File: src/rtl/prot_supervisor.sv
module prot_supervisor #(
  parameter int OLP_TICKS = 10,
  parameter int SYNC_LEN  = 2
) (
  input  logic       clk,
  input  logic       rst_n,
  input  logic       vcc_on_i,
  input  logic       vcc_low_i,
  input  logic       ovp_i,
  input  logic       ovl_i,
  input  logic       roff_i,
  input  logic       tick_i,
  output logic       sw_en_o,
  output logic [2:0] state_o
);
  localparam int CW = $clog2(OLP_TICKS + 1);
  localparam logic [2:0] ST_OFF  = 3'd0;
  localparam logic [2:0] ST_RUN  = 3'd1;
  localparam logic [2:0] ST_OVP  = 3'd2;
  localparam logic [2:0] ST_OLP  = 3'd3;
  localparam logic [2:0] ST_ROFF = 3'd4;

  logic [4:0] sync_q [SYNC_LEN];
  logic s_on, s_low, s_ovp, s_ovl, s_roff;
  logic [CW-1:0] cnt_q;
  logic olp_hit;
  logic [2:0] st_q, st_d;

  always_ff @(posedge clk or negedge rst_n) begin
    if (!rst_n) begin
      for (int i = 0; i < SYNC_LEN; i++) sync_q[i] <= '0;
    end else begin
      sync_q[0] <= {roff_i, ovl_i, ovp_i, vcc_low_i, vcc_on_i};
      for (int i = 1; i < SYNC_LEN; i++) sync_q[i] <= sync_q[i-1];
    end
  end

  assign {s_roff, s_ovl, s_ovp, s_low, s_on} = sync_q[SYNC_LEN-1];

  assign olp_hit = s_ovl && tick_i && (cnt_q == CW'(OLP_TICKS - 1));

  always_ff @(posedge clk or negedge rst_n) begin
    if (!rst_n)                        cnt_q <= '0;
    else if (st_q != ST_RUN || !s_ovl) cnt_q <= '0;
    else if (tick_i)                   cnt_q <= cnt_q + 1'b1;
  end

  always_comb begin
    st_d = st_q;
    if (s_low) st_d = ST_OFF;
    else begin
      case (st_q)
        ST_OFF:  if (s_on) st_d = ST_RUN;
        ST_RUN:  if (s_ovp) st_d = ST_OVP;
                 else if (olp_hit) st_d = ST_OLP;
                 else if (s_roff) st_d = ST_ROFF;
        ST_ROFF: if (s_ovp) st_d = ST_OVP;
                 else if (!s_roff) st_d = ST_RUN;
        ST_OVP, ST_OLP: st_d = st_q;
        default: st_d = ST_OFF;
      endcase
    end
  end

  always_ff @(posedge clk or negedge rst_n) begin
    if (!rst_n) st_q <= ST_OFF;
    else        st_q <= st_d;
  end

  assign state_o = st_q;
  assign sw_en_o = (st_q == ST_RUN);
endmodule

File: config.mk
export PLATFORM = sky130hd
export DESIGN_NAME = prot_supervisor
export DESIGN_NICKNAME = d
export VERILOG_FILES = /design/src/rtl/prot_supervisor.sv
export SDC_FILE = /design/constraint.sdc
export NUM_CORES = 1
export LEC_CHECK = 0
export ABC_AREA = 1
export BUFFER_PORTS_ARGS = -buffer_cell sky130_fd_sc_hd__buf_2
export CAP_MARGIN = 20
export CORE_MARGIN = 3
export CORE_UTILIZATION = 56
export CTS_CLUSTER_DIAMETER = 100
export DETAILED_ROUTE_END_ITERATION = 10
export PLACE_DENSITY = 0.76
export SLEW_MARGIN = 0
export SYNTH_ARGS = -nofsm -noshare
export SYNTH_HDL_FRONTEND = slang
export SYNTH_SLANG_ARGS = --single-unit
File: constraint.sdc
create_clock -name clk -period 2.8 [get_ports clk]
set_input_delay 0.28 -clock clk [delete_from_list [all_inputs] [get_ports clk]]
set_output_delay 0.28 -clock clk [all_outputs]
set_load 0.03 [all_outputs]
==> results.md <==
| Group | Parameter | Reported |
| --- | --- | --- |
| worst setup path | Crit-path slowest cell | sky130_fd_sc_hd__dfrtp_1 |
| power and ir drop | Psw | 220 µW |
| synth | Post-synth EDFFs | 0 |
| synth | Leading post-synthesis cells by cell area | sky130_fd_sc_hd__dfrtp_1 59%, sky130_fd_sc_hd__nand2_1 7.2%, sky130_fd_sc_hd__inv_1 4.6% |
| synth | Synthesized area divided by synthesized cell count | 9.44 µm² |
| timing | Transition time at the pin with the least slew margin | 0.351 ns |
| route | Initial DRC count | 12 |
| floorplan | Io pins | 12 |
| timing | Post-Route Skew | 0.00361 ns |
| worst setup path | WP data arrival | 1.23 ns |
| flow run | Number of maximum-capacitance constraint violations | 0 |
| cells and area | Antenna diode count | 0 |
| worst setup path | Launching element of the worst setup path | state_o[2] |
| worst setup path | Crit path max-delay family | flip-flops |
| clock network | Clock tree from TritonCTS | built |
| worst setup path | Number of cells on the worst reg-to-reg path | 10 |
| synth | Flip-flop cell with the highest count after synthesis | sky130_fd_sc_hd__dfrtp_1 |
| floorplan | Row cnt | 12 |
| worst setup path | Endpoint kind of the worst setup timing path | primary output |
| synth | Synth Register Bits | 17 |
| route | Remaining number of nets flagged by the antenna check after routing | 0 |
| power and ir drop | Switching power as a share of total power | 36.7% |
| power and ir drop | Comb power frac | 30.7% |
| cells and area | Final nets | 104 |
| route | Total routed wirelength | 1160 µm |
| floorplan | Die area | 0.00177 mm² |
| power and ir drop | Total leakage power | 0.000413 µW |
| route | Count of vias placed by the detailed router | 527 |
| synth | Net count of the mapped netlist | 87 |
| route | Detailed-route DRC error count | 0 |
| placement | Number of I/O port buffers | 11 |
| synth | Main combinational cell family by area after synthesis | simple AND/OR/NAND/NOR gates |
| hold path | Hold path cells | 1 |
| power and ir drop | Internal power of the cells | 379 µW |
| route | Router iterations before antenna repair | 4 |
| clock network | CTS buffer count | 3 |
| placement | Post-detail-place hpwl | 913 µm |
| synth | Synth Area in XOR/XNOR | 0% |
| hold path | Worst Hold End | sync_q[6] |
| worst setup path | Number of buffers and inverters on the critical path | 2 |
| worst setup path | Required time of the critical path | 2.52 ns |
| timing | Slew Limit Fails | 0 |
| worst setup path | Register-to-register path setup slack | 1.53 ns |
| clock network | Root Driver | sky130_fd_sc_hd__clkbuf_4 |
| clock network | Post_cts resized | 0 |
| clock network | Skew-Pair Late Insertion Delay | 0.27 ns |
| clock network | Buffer levels on the longest clock path | 2 |
| cells and area | Util after Layout | 72.3% |
| cells and area | Fraction of final layout cells with drive strength greater than 1 | 26.9% |
| worst setup path | Worst Path Class, Setup | reg -> out |
| cells and area | Number of standard cells in the layout, taps in and fillers out | 107 |
| power and ir drop | Maximum ir drop on the vdd rail | 0.568 mV |
| global route | Initial antenna violation count | 0 |
| global route | Final global-route overflow total | 0 |
| timing | Period minus WS final | 1.51 ns |
| clock network | H-tree Lvls | 1 |
| clock network | Clock-pin slew reported for the worst setup and hold paths after clock tree synthesis | 0.09 ns |
| timing | Setup violation total in the final timing report | 0 |
| synth | Leading cell types by count after synthesis | 17 x sky130_fd_sc_hd__dfrtp_1, 14 x sky130_fd_sc_hd__nand2_1, 9 x sky130_fd_sc_hd__inv_1 |
| cells and area | Filler cell count in the final layout | 85 |
| placement | Dpl cells | 102 |
| synth | Netlist area before placement | 727 µm² |
| worst setup path | Series of cell instances along the critical path | nor2_1 > nand2_2 > inv_2 > buf_2 |
| cells and area | Synthesis-to-layout area growth | 15.0% |
| clock network | Buffers inserted by post-CTS timing repair | 0 |
| timing | Share of the clock period used by the worst path | 54.0% |
| synth | Number of distinct library cells after synthesis | 18 |
| power and ir drop | Sequential fraction of design power | 49.2% |
| timing | Relative slew margins | 76.6% |
| floorplan | CORE AREA | 0.00116 mm² |
| global route | Total global routing track utilization | 14.1% |
| synth | Fraction of synthesized area in multiplexers | 0% |
| hold path | Worst hold start | vcc_low_i |
| synth | Number of instances in the synthesized netlist | 77 |
| worst setup path | Capture point of the worst reg-to-reg path | state_o[0] |
| floorplan | Effective utilization at floorplan | 62.9% |
| timing | Final Hold Viols | 0 |
| placement | Pre-CTS WS | 1.55 ns |
| timing | Unrepaired setup endpoints after global routing | false |
| timing | Setup slack after layout | 1.29 ns |
| worst setup path | Crit Reg-Reg Startpoint | cnt_q[1] |
| global route | Wire length of the first global-routing pass | 1930 µm |
| route | Routed length per instance | 10.8 µm |
| global route | Number of global-route vias before repair | 472 |
| worst setup path | Highest cell delay on the worst timing path | 0.44 ns |
| synth | Share of flip-flops with an asynchronous set or reset after synthesis | 100% |
| worst setup path | Worst Setup Start Kind | register |
| hold path | Class of the worst hold path | in -> reg |
| synth | Synth top area share | 58.5% |
| timing | Final total negative setup slack | 0 ns |
| synth | Adder-cell area share of the yosys netlist | 3.44% |
| timing | Maximum frequency from static timing analysis | 662 MHz |
| route | Via density per instance | 4.93 |
| synth | Synth Area in Simple Gates | 24.4% |
| power and ir drop | Clock network fraction of total power | 20.1% |
| synth | Synth area leader | sky130_fd_sc_hd__dfrtp_1 |
| outcome | Outcome | finished, final reports clean |
| power and ir drop | Areal power density over the cells | 717 mW/mm² |
| synth | Total number of yosys warnings | 0 |
| synth | Synth Area in Compound Gates | 7.40% |
| floorplan | Vertical extent of the die | 42.0 µm |
| clock network | Total of hold buffers inserted after clock tree synthesis | 1 |
| floorplan | Die extent in x | 42.0 µm |
| placement | Routability congestion estimate | 0.795 |
| worst setup path | Maximum fanout along the worst path | 6 |
| synth | Sequential fraction of the synthesis area | 58.5% |
| global route | Largest net degree at the start of global routing | 18 |
| clock network | Number of clock sinks | 17 |
| synth | Most frequent cell after synthesis | sky130_fd_sc_hd__dfrtp_1 |
[through the flow]
stage / power, µW / hold WS, ns / cell area, µm²
3_5_place_dp: 482 / 0.208 / 800
3_3_place_gp: 478 / 0.205 / 800
6_report: 599 / 0.104 / 836
2_1_floorplan: 430 / -0.0156 / 727
5_1_grt: 641 / 0.0848 / 836
4_1_cts: 605 / 0.0965 / 836
[worst max path at each step]
stage,to,slack (ns),depth (start not counted)
2_1_floorplan,cnt_q[1],1.51,5
6_report,sw_en_o,1.29,4
4_1_cts,sw_en_o,1.28,4
3_5_place_dp,state_o[0],1.55,10
3_3_place_gp,state_o[2],1.59,9
5_1_grt,sw_en_o,1.22,4
[sequential cells by signal, summed over array words and instances, names as in the netlist]
signal	count
sync_q	5
cnt_q	4
state_o	3
s_low	1
s_on	1
s_ovl	1
s_ovp	1
s_roff	1
[per-layer routing]
layer | global-route usage [%] | part of all wire (%) | vias to the layer above
li1 | - | - | 277
met1 | 20.2 | 52 | 230
met2 | 21.3 | 42 | 18
met3 | 3.86 | 5.1 | 2
met4 | 3.73 | 0.60 | 0
met5 | 0 | 0 | -
[cells in the final DEF (no fill, tap or decap), types with 3 or more instances in the layout]
master,synthesis,routed
sky130_fd_sc_hd__inv_1,9,9
sky130_fd_sc_hd__dfrtp_1,17,17
sky130_fd_sc_hd__nand3_1,4,4
sky130_fd_sc_hd__buf_2,0,11
sky130_fd_sc_hd__nor2_2,3,3
sky130_fd_sc_hd__o21ai_0,4,4
sky130_fd_sc_hd__nand2_1,14,14
sky130_fd_sc_hd__nor2_1,6,6
sky130_fd_sc_hd__nand2_2,3,3
sky130_fd_sc_hd__a21oi_1,3,3
sky130_fd_sc_hd__inv_2,3,3
sky130_fd_sc_hd__clkbuf_4,0,3
[cell type report]
cell class,instances,area [µm²],share of cell area (%)
flip-flops and latches,17,425,50.9
multi-input cells,48,256,30.7
repair buffers,12,65.1,7.78
inverters,12,45.0,5.39
clock buffers,4,26.3,3.14
well taps,14,17.5,2.10
[worst register-to-register path: stages, from the launching register on]
cell and delay (ns):
sky130_fd_sc_hd__dfrtp_1 0.42, sky130_fd_sc_hd__inv_1 0.06, sky130_fd_sc_hd__ha_1 0.17, sky130_fd_sc_hd__nand2_1 0.07, sky130_fd_sc_hd__inv_1 0.05, sky130_fd_sc_hd__nand3_2 0.08, sky130_fd_sc_hd__nand3_2 0.08, sky130_fd_sc_hd__nand2_2 0.11
sky130_fd_sc_hd__inv_2 0.03, sky130_fd_sc_hd__nand2_1 0.04, sky130_fd_sc_hd__nand2_1 0.04
[kinds of logic (layout without fill, tap and decap cells)]
group                      Yosys count  in the layout
and+or+nand+nor                     36             36
DFF                                 17             17
buffers and inverters               12             28
AOI/OAI and AO/OA                   10             10
adders and majority gates            2              2
[power groups by stage]
stage / clock network (µW) / registers [µW] / logic [µW]
after detailed placement: 0 / 299 / 183
after CTS: 126 / 293 / 185
after global routing: 139 / 297 / 205
after floorplan: 0 / 321 / 109
after global placement: 0 / 297 / 181
final: 120 / 295 / 184
Power figures use the tool's default switching activity.
